[src/rtl/burst_seq_pkg.sv]
package burst_seq_pkg;
  typedef enum logic {ORD_LINEAR = 1'b0, ORD_INTERLEAVE = 1'b1} order_e;

  typedef enum logic [1:0] {
    ACT_HOLD  = 2'd0,
    ACT_LOAD  = 2'd1,
    ACT_STEP  = 2'd2,
    ACT_RESET = 2'd3
  } seq_act_e;
endpackage

[src/rtl/burst_beat_ctr.sv]
module burst_beat_ctr
  import burst_seq_pkg::*;
#(
  parameter int OFF_W = 2
) (
  input  logic             clk,
  input  seq_act_e         act,
  output logic [OFF_W-1:0] beat_q,
  output logic [OFF_W-1:0] beat_nxt
);
  localparam logic [OFF_W-1:0] ONE = OFF_W'(1);

  always_comb begin
    unique case (act)
      ACT_RESET: beat_nxt = '0;
      ACT_LOAD:  beat_nxt = '0;
      ACT_STEP:  beat_nxt = beat_q + ONE;
      default:   beat_nxt = beat_q;
    endcase
  end

  always_ff @(posedge clk) begin
    beat_q <= beat_nxt;
  end

  // a suspended cycle leaves the beat index alone
  a_r6_beat_hold: assert property (@(posedge clk)
    disable iff (act == ACT_RESET)
    act == ACT_HOLD |=> $stable(beat_q));
endmodule

[src/rtl/burst_order_map.sv]
module burst_order_map
  import burst_seq_pkg::*;
#(
  parameter int OFF_W = 2
) (
  input  logic [OFF_W-1:0] start,
  input  logic [OFF_W-1:0] beat,
  input  order_e           order,
  output logic [OFF_W-1:0] off
);
  logic [OFF_W-1:0] lin_off;
  logic [OFF_W-1:0] il_off;

  assign lin_off = start + beat;

  for (genvar i = 0; i < OFF_W; i++) begin : g_xor
    assign il_off[i] = start[i] ^ beat[i];
  end

  assign off = (order == ORD_INTERLEAVE) ? il_off : lin_off;
endmodule

[src/rtl/burst_addr_seq.sv]
module burst_addr_seq
  import burst_seq_pkg::*;
#(
  parameter int OFF_W = 2
) (
  input  logic             clk,
  input  logic             rst,
  input  logic             clk_en,
  input  logic             load_sel,
  input  logic [OFF_W-1:0] start_off,
  input  logic             order_il,
  output logic [OFF_W-1:0] burst_off
);
  seq_act_e         act;
  logic [OFF_W-1:0] start_q;
  logic [OFF_W-1:0] beat_q;
  logic [OFF_W-1:0] beat_nxt;
  logic [OFF_W-1:0] step_off;
  order_e           order;

  assign order = order_e'(order_il);

  always_comb begin
    if (rst)           act = ACT_RESET;
    else if (!clk_en)  act = ACT_HOLD;
    else if (load_sel) act = ACT_LOAD;
    else               act = ACT_STEP;
  end

  burst_beat_ctr #(.OFF_W(OFF_W)) u_beat (
    .clk      (clk),
    .act      (act),
    .beat_q   (beat_q),
    .beat_nxt (beat_nxt)
  );

  burst_order_map #(.OFF_W(OFF_W)) u_map (
    .start (start_q),
    .beat  (beat_nxt),
    .order (order),
    .off   (step_off)
  );

  always_ff @(posedge clk) begin
    unique case (act)
      ACT_RESET: begin
        start_q   <= '0;
        burst_off <= '0;
      end
      ACT_LOAD: begin
        start_q   <= start_off;
        burst_off <= start_off;
      end
      ACT_STEP: begin
        burst_off <= step_off;
      end
      default: ;
    endcase
  end

  a_r1_reset_zero: assert property (@(posedge clk)
    rst |=> (burst_off == '0 && beat_q == '0));

  a_r2_load_capture: assert property (@(posedge clk) disable iff (rst)
    clk_en && load_sel |=> burst_off == $past(start_off));

  a_r3_linear_step: assert property (@(posedge clk) disable iff (rst)
    clk_en && !load_sel && !order_il |=>
      burst_off == OFF_W'($past(burst_off) + 1'b1));

  a_r4_interleave_step: assert property (@(posedge clk) disable iff (rst)
    clk_en && !load_sel && order_il |=>
      burst_off == ($past(start_q) ^ OFF_W'($past(beat_q) + 1'b1)));

  a_r5_wrap_start: assert property (@(posedge clk) disable iff (rst)
    beat_q == '0 |-> burst_off == start_q);

  a_r6_suspend_hold: assert property (@(posedge clk) disable iff (rst)
    !clk_en |=> ($stable(burst_off) && $stable(start_q)));
endmodule

[config.mk]
export PLATFORM = sky130hd
export DESIGN_NAME = burst_addr_seq
export DESIGN_NICKNAME = d
export VERILOG_FILES = /design/src/rtl/burst_seq_pkg.sv /design/src/rtl/burst_beat_ctr.sv /design/src/rtl/burst_order_map.sv /design/src/rtl/burst_addr_seq.sv
export SDC_FILE = /design/constraint.sdc
export NUM_CORES = 1
export LEC_CHECK = 0
export CORE_AREA = 8 8 45 47
export CTS_BUF_LIST = sky130_fd_sc_hd__clkbuf_8 sky130_fd_sc_hd__clkbuf_16
export DETAILED_ROUTE_END_ITERATION = 12
export DIE_AREA = 0 0 53 55
export PLACE_DENSITY = 0.61
export SLEW_MARGIN = 20
export SYNTH_ARGS = -nofsm -noshare
export SYNTH_HDL_FRONTEND = slang
export SYNTH_SLANG_ARGS = --single-unit
[constraint.sdc]
create_clock -name clk -period 4.18 [get_ports clk]
set_input_delay 1.045 -clock clk [delete_from_list [all_inputs] [get_ports clk]]
set_output_delay 1.045 -clock clk [all_outputs]
set_load 0.02 [all_outputs]
# --- After elaboration in Yosys (flattened, before gate mapping) ---
# Index checks and enable logic that the tools add are counted.
totals:
  output_inout_bits: 2
  in_bits: 7
  regBits: 6
op_classes:
  n_reduce_logical: 3
  bitwise: 2
  addsub: 2
  muxes: 7
  n_eq_ne: 3
ops:
  columns: ["cell", "count"]
  rows:
  - ["2-bit two-way mux", 4]
  - ["2-bit case mux with 2 select lines", 2]
  - ["2-bit case mux with 3 select lines", 1]
  - ["2-bit == test, second input constant", 2]
  - ["3-bit nonzero test", 1]
  - ["2-bit by 1-bit adder with 2-bit output, second input constant", 1]
  - ["2-bit adder", 1]
  - ["2-bit by 1-bit == test with 1-bit output, second input constant", 1]
  - ["2-bit nonzero test", 1]
  - ["2-bit OR reduction", 1]
  - ["1-bit XOR", 2]

# --- Logic depth before layout (Yosys ltp) ---
# Gate-level depths: netlist (run 1).
depth:
  word_depth: 9
  ltp_mapped: 11

# --- Hierarchy ---
# A second synthesis (run 1) with hierarchy kept.
hier_totals:
  hier_cells: 30
  area_unflattened_um2: 340.3
by_module_without_submodules:
  columns: ["module", "area_each_um2", "cells_each", "instances", "seq_area_each_um2"]
  rows:
  - ["burst_addr_seq", 225.2, 19, 1, 120.1]
  - ["burst_beat_ctr", 78.8, 7, 1, 40.0]
  - ["burst_order_map", 36.3, 4, 1, 0.0]

# --- Least setup slack after synthesis (run 1) ---
# Ideal clock, no wire load.
synth_timing:
  path_type: "input port to flip-flop"
  startpoint: "input load_sel"
  endpoint: "register burst_off[1] (data pin)"
  path_slack_ns: 1.397
  arrival_ns: 2.522
  n_path_buf: 0
  cell_stages: 11
  required_time_ns: 3.919
  cell_sequence: "inv_1 a21o_1 inv_1 ha_1 nand2b_1 o21ai_0 ha_1 nand2b_1 xnor2_1 nor2b_1 a221o_1"
synth_between:
  elab_chain_cells: 9
  elab_cells_between_ends: 12
synth_rtl:
  columns: ["item", "line_no", "text"]
  rows:
  - ["start, declared", "burst_addr_seq.sv:9", "input logic load_sel,"]
  - ["2-bit two-way mux *", "burst_addr_seq.sv:26", "else if (load_sel) act = ACT_LOAD;"]
  - ["2-bit two-way mux *", "burst_addr_seq.sv:25", "else if (!clk_en) act = ACT_HOLD;"]
  - ["2-bit two-way mux *", "burst_addr_seq.sv:24", "if (rst) act = ACT_RESET;"]
  - ["2-bit == test or 2-bit by 1-bit == test with 1-bit output (tied branches)", "burst_beat_ctr.sv:14", "unique case (act)"]
  - ["2-bit OR reduction (no line)", null, null]
  - ["2-bit case mux with 2 select lines *", "burst_beat_ctr.sv:14", null]
  - ["via beat_nxt[0]", "burst_addr_seq.sv:17", "logic [OFF_W-1:0] beat_nxt;"]
  - ["2-bit adder *", "burst_order_map.sv:14", "assign lin_off = start + beat;"]
  - ["2-bit two-way mux *", "burst_order_map.sv:20", "assign off = (order == ORD_INTERLEAVE) ? il_off : lin_off;"]
  - ["2-bit case mux with 3 select lines *", "burst_addr_seq.sv:45", "unique case (act)"]
  - ["end signal, assigned", "burst_addr_seq.sv:52", "burst_off <= start_off;"]
  - ["end signal, assigned", "burst_addr_seq.sv:55", "burst_off <= step_off;"]
  - ["end, declared", "burst_addr_seq.sv:12", "output logic [OFF_W-1:0] burst_off"]
# Mark *: on every way through the listed nets, which the timed path passes. The rest lies on a longest branch.
# A chain may end at the register's enable or synchronous reset.

# --- Worst setup path after layout (run 1) ---
layout_timing:
  startpoint: "input clk_en"
  endpoint: "register burst_off[1] (data pin)"
layout_between:
  elab_chain_cells: 8
  elab_cells_between_ends: 11
layout_rtl:
  columns: ["item", "line_no", "text"]
  rows:
  - ["start, declared", "burst_addr_seq.sv:8", "input logic clk_en,"]
  - ["2-bit two-way mux *", "burst_addr_seq.sv:25", null]
  - ["2-bit two-way mux *", "burst_addr_seq.sv:24", null]
  - ["2-bit == test or 2-bit by 1-bit == test with 1-bit output (tied branches)", "burst_beat_ctr.sv:14", null]
  - ["2-bit OR reduction (no line)", null, null]
  - ["2-bit case mux with 2 select lines *", "burst_beat_ctr.sv:14", null]
  - ["via beat_nxt[0]", "burst_addr_seq.sv:17", null]
  - ["2-bit adder *", "burst_order_map.sv:14", null]
  - ["2-bit two-way mux *", "burst_order_map.sv:20", null]
  - ["2-bit case mux with 3 select lines *", "burst_addr_seq.sv:45", null]
# Marks and branches as above.

==> results of run 1 <==
==> critical path, stage by stage <==
cell and delay (ps):
clkdlybuf4s50_1 500, a21o_1 150, inv_1 80, ha_1 240, nand2b_1 140, o21ai_0 220, ha_1 190, nand2b_1 70
xnor2_1 220, nor2b_1 80, a221o_1 310
==> logic make-up (layout without fill, tap and decap cells) <==
group / after synthesis / count (layout) / share of synthesized area
buffers and inverters: 5 / 16 / 0.0495
adders and majority gates: 5 / 5 / 0.165
AOI/OAI and AO/OA: 9 / 9 / 0.178
xor gates and xnor gates: 1 / 1 / 0.0231
DFF: 6 / 6 / 0.422
and+or+nand+nor: 10 / 10 / 0.162
==> layout make-up <==
cell class              instances  area share
multi-input cells              25       0.385
flip-flops and latches          6       0.308
repair buffers                  8       0.154
clock buffers                   3      0.0793
well taps                      16      0.0385
inverters                       5      0.0361
==> registers in the layout, summed over array words and instances (netlist names) <==
register / flops
burst_off: 2
start_q: 2
u_beat.beat_q: 2
==> worst max path at each step <==
stage | from | to | slack [ps] | cells past startpoint
floorplan | load_sel | burst_off[1]$_DFFE_PP_ | 1400 | 11
global placement | load_sel | burst_off[1]$_DFFE_PP_ | 660 | 11
detailed placement | load_sel | burst_off[1]$_DFFE_PP_ | 650 | 11
CTS | load_sel | burst_off[1]$_DFFE_PP_ | 860 | 11
global route | clk_en | burst_off[1]$_DFFE_PP_ | 660 | 11
finish | clk_en | burst_off[1]$_DFFE_PP_ | 890 | 11
==> per-layer routing <==
layer	vias to the layer above	part of all wire	GRT usage
met2	8	0.48	0.0996
met1	127	0.39	0.0537
met5	-	0	0
li1	146	-	-
met3	5	0.062	0.0267
met4	0	0.070	0.0905
==> through the flow <==
stage               cell area (µm²)  total power [mW]  hold slack, ps  setup slack [ps]
global route                    520             0.201             555               655
CTS                             520             0.191             514               855
global placement                479             0.104             512               664
finish                          520             0.189             517               895
floorplan                       379            0.0907             473              1400
detailed placement              479             0.104             503               645
==> synth_stat cells <==
cell type and n:
xnor2_1 1, nand2_1 1, nand2b_1 2, and2_1 2, a221o_1 1, nor2b_2 1, o2111a_1 1, nand3b_1 1
ha_1 5, a21oi_1 1, o21ai_1 1, o21ai_0 1, dfxtp_1 2, nor2b_1 2, inv_1 5, a21o_1 3
nor2_1 1, o21ai_2 1, edfxtp_1 4
==> power by group <==
part / leakage, nW / total [mW] / switching [mW] / internal (mW)
clock network: 0.0216 / 0.0859 / 0.0241 / 0.0618
registers: 0.0596 / 0.0720 / 0.00245 / 0.0695
logic: 0.150 / 0.0315 / 0.0149 / 0.0166
total: 0.231 / 0.189 / 0.0414 / 0.148
==> run metrics, run 1 <==
status=completed; Min-Delay Endpoint=u_beat.beat_q[1]$_DFF_P_; commonest cells after routing, fill and taps aside=clkdlybuf4s50_1, inv_1, ha_1, edfxtp_1; critical path endpoint category=flip-flop; mean post-synth cell area=10.5 µm²; power per cell area=roughly 360 mW/mm²; maximum VDD drop=97.0 µV; Ys Warns=0; vias in the first global route=approximately 300; Area growth syn-to-layout=37.3%; worst flop-to-flop path endpoint=burst_off[1]$_DFFE_PP_; WP data required=4150 ps; Multi-input gate area=around 200 µm²; critical path class=primary input to flip-flop; most common cell after layout, fill and taps aside=clkdlybuf4s50_1; Area contributors post-synth=edfxtp_1, ha_1, dfxtp_1; antenna violations before repair=0; residual DRC count=0; fmax=304 MHz; RSZ-0062 raised after global routing=false; Cell Area, Synth=379 µm²; Inst Count DP=60; Synth top area share=0.317; Final ANT Viol Nets=0; IO Count=9; Die Ht=55 µm; R2R Path Start=u_beat.beat_q[0]$_DFF_P_; vias per cell=4.54; routability cong.=0.690; WP data arrival=3250 ps; worst slew pin tran=237 ps; Synth Register Bits=6; Synth Net Count=48; port bufs=8; Worst-path clk slew=30 ps; Sequential cell area=roughly 160 µm²; post-synthesis cell count=36; H-Tree Level Count=1; Sinks on Clock Net=6; die area=0.00292 mm²; post-CTS sizing=0; static leakage power=0.231 nW; routed len/inst=between 10 and 15 µm; Max Slew Vio Count=0; DR pass1 iterations=3; Cell variety after synth=19; diodes inserted=0; core box area=roughly 0.0014 mm²; fin crit share=0.786; CTS tree=yes; global-route wire length before repair=approximately 1.3 mm; drt total wl=between 700 and 800 µm; All-Layer GR Usage=0.0641; setup violators final=0; Min-Delay Path Class=flip-flop to flip-flop; final setup skew=0.654 ps; CTS buffer count=3; Rel. slew slack=0.840; setup bufs post-CTS=0; register area share after synthesis=0.422; max_cap viols=0; GR Overflow Total=0; WHS Path Cells=1; hold_sp=u_beat.beat_q[1]$_DFF_P_; Setup crit start kind=primary input; CTS Hold Buffers Added=0; DRT iter0 DRCs=1; utilization after layout=0.376; Starting Density=0.274; Hold Violations, Final=0; # nets final=61; cells on worst reg2reg path=6; Via Count=286; Fill cells=146; hpwl dp=568 µm; CTS max path bufs=2; share of layout cells above drive strength 1=0.106; CP max FO=4; CTS root buf=clkbuf_8; Skew-Pair Late Insertion Delay=220 ps; Finished Layout Cells=63; Tmin final=about 3300 ps; Fin Setup TNS=0 ps; largest net degree at the start of global routing=6; row count=14; leading area contributor after synthesis=edfxtp_1; Die Width=about 53 µm; Worst R2R Setup Slack=2490 ps
(Power assumes the default switching activity.)
==> inputs of run 2 (changes only) <==
- clock period: 4.18 -> 3.1 ns (I/O delays scaled with it)
==> run 2 against run 1 <==
Flip-flop and latch count unchanged. Global-route usage up 0.33 points. Combinational power rose by 54%. Non-clock buffer count is 6 higher. Cell area grew 8.7%. Via count increased by 5.9%. Worst setup slack got worse by 660 ps. Clock skew rose by 3.1 ps. Worst hold slack got worse by 11 ps. Clock-buffer cell count unchanged.
==> run metrics, run 2 (same netlist as run 1, synthesis figures left out) <==
Final ANT Viol Nets=0; max_cap viols=0; status=completed; maximum VDD drop=105 µV; Via Count=303; Largest regs=burst_off x2, start_q x2, u_beat.beat_q x2; static leakage power=0.261 nW; # nets final=67; CTS max path bufs=2; vias in the first global route=314; core box area=0.00138 mm²; Max Slew Vio Count=0; vias per cell=approximately 4.4; CTS root buf=clkbuf_8; worst slew pin tran=between 200 and 250 ps; All-Layer GR Usage=0.0674; CP max FO=3; critical path class=primary input to flip-flop; port bufs=8; CTS buffer count=3; Slowest-stage cell, CP=clkdlybuf4s50_1; Die Ht=55 µm; routability cong.=0.722; Worst-path clk slew=30 ps; Die Width=53 µm; CTS tree=yes; setup violators final=0; largest net degree at the start of global routing=5; Multi-input gate area=between 200 and 250 µm²; fmax=349 MHz; IO Count=9; Min-Delay Path Class=flip-flop to flip-flop; RSZ-0062 raised after global routing=false; design area=roughly 570 µm²; final setup skew=3.77 ps; antenna violations before repair=0; post-CTS sizing=0; worst path cell trace=clkdlybuf4s50_1 -> a21o_1 -> inv_1 -> ha_1 -> nand2b_1 -> o21ai_1 -> ha_1 -> nand2b_1 -> xnor2_1 -> nor2b_1 -> a221o_1; Tmin final=2870 ps; Rel. slew slack=0.857; Sinks on Clock Net=6; fin crit share=0.924; Setup crit start kind=primary input; WP data required=around 3100 ps; share of layout cells above drive strength 1=0.208; row count=14; DRT iter0 DRCs=3; DR pass1 iterations=2; critical path endpoint category=flip-flop; residual DRC count=0; drt total wl=around 700 µm; commonest cells after routing, fill and taps aside=clkdlybuf4s50_1, buf_4, inv_1, ha_1, edfxtp_1; WP data arrival=about 2800 ps; Skew-Pair Late Insertion Delay=220 ps; Sequential cell area=160 µm²; delay of the slowest cell on the worst path=500 ps; Finished Layout Cells=a little under 70; hpwl dp=593 µm; most common cell after layout, fill and taps aside=clkdlybuf4s50_1; CTS Hold Buffers Added=0; setup bufs post-CTS=0; Starting Density=0.274; Area growth syn-to-layout=49.2%; global-route wire length before repair=about 1.4 mm; diodes inserted=0; routed len/inst=between 10 and 15 µm; Hold Violations, Final=0; Placement Cell Area=524 µm²; Fin Setup TNS=0 ps; H-Tree Level Count=1; Inst Count DP=66; power per cell area=463 mW/mm²; GR Overflow Total=0; die area=between 0.002 and 0.003 mm²; Fill cells=~140
[run 2: through the flow]
step	power [mW]	utilization	setup slack, ps	hold slack, ps
floorplan	0.122	-	587	473
global placement	0.147	0.379	-77.1	519
detailed placement	0.147	0.379	-106	493
CTS	0.265	0.409	131	513
global route	0.280	0.409	28.4	550
finish	0.262	0.409	234	506
[run 2: worst paths after layout]
path / from / to / slack [ps] / cells past startpoint
min: u_beat.beat_q[1]$_DFF_P_ / u_beat.beat_q[1]$_DFF_P_ / 510 / 1
max: clk_en / burst_off[1]$_DFFE_PP_ / 230 / 11
max reg2reg: u_beat.beat_q[0]$_DFF_P_ / burst_off[1]$_DFFE_PP_ / 1490 / 7
min reg2reg: u_beat.beat_q[1]$_DFF_P_ / u_beat.beat_q[1]$_DFF_P_ / 510 / 1
[run 2: layer usage]
| metal | vias up | wire (µm) | global-route usage |
|---|---|---|---|
| met3 | 5 | 54 | 0.0267 |
| met2 | 8 | 351 | 0.102 |
| met4 | 0 | 44 | 0.0776 |
| li1 | 160 | - | - |
| met1 | 130 | 262 | 0.0658 |
| met5 | - | 0 | 0 |
[run 2: final cells by class]
type | count | share of cell area
Inverter | 5 | 0.0332
Clock buffer | 3 | 0.0730
Tap cell | 16 | 0.0354
Multi-Input combinational cell | 25 | 0.354
Timing Repair Buffer | 14 | 0.221
Sequential cell | 6 | 0.283
[run 2: critical path: cells and delay by family]
family / cells / cell delay [ps]
XOR/XNOR: 1 / 210
adder cells (fa/ha/maj): 2 / 390
buffers and inverters: 2 / 570
AO/OA/AOI/OAI: 3 / 620
AND/OR/NAND/NOR: 3 / 270
[run 2: power breakdown]
part           internal, mW  leakage, nW  switching (mW)
Sequential           0.0938       0.0596         0.00352
Clock                0.0833       0.0216          0.0328
Combinational        0.0277        0.180          0.0207
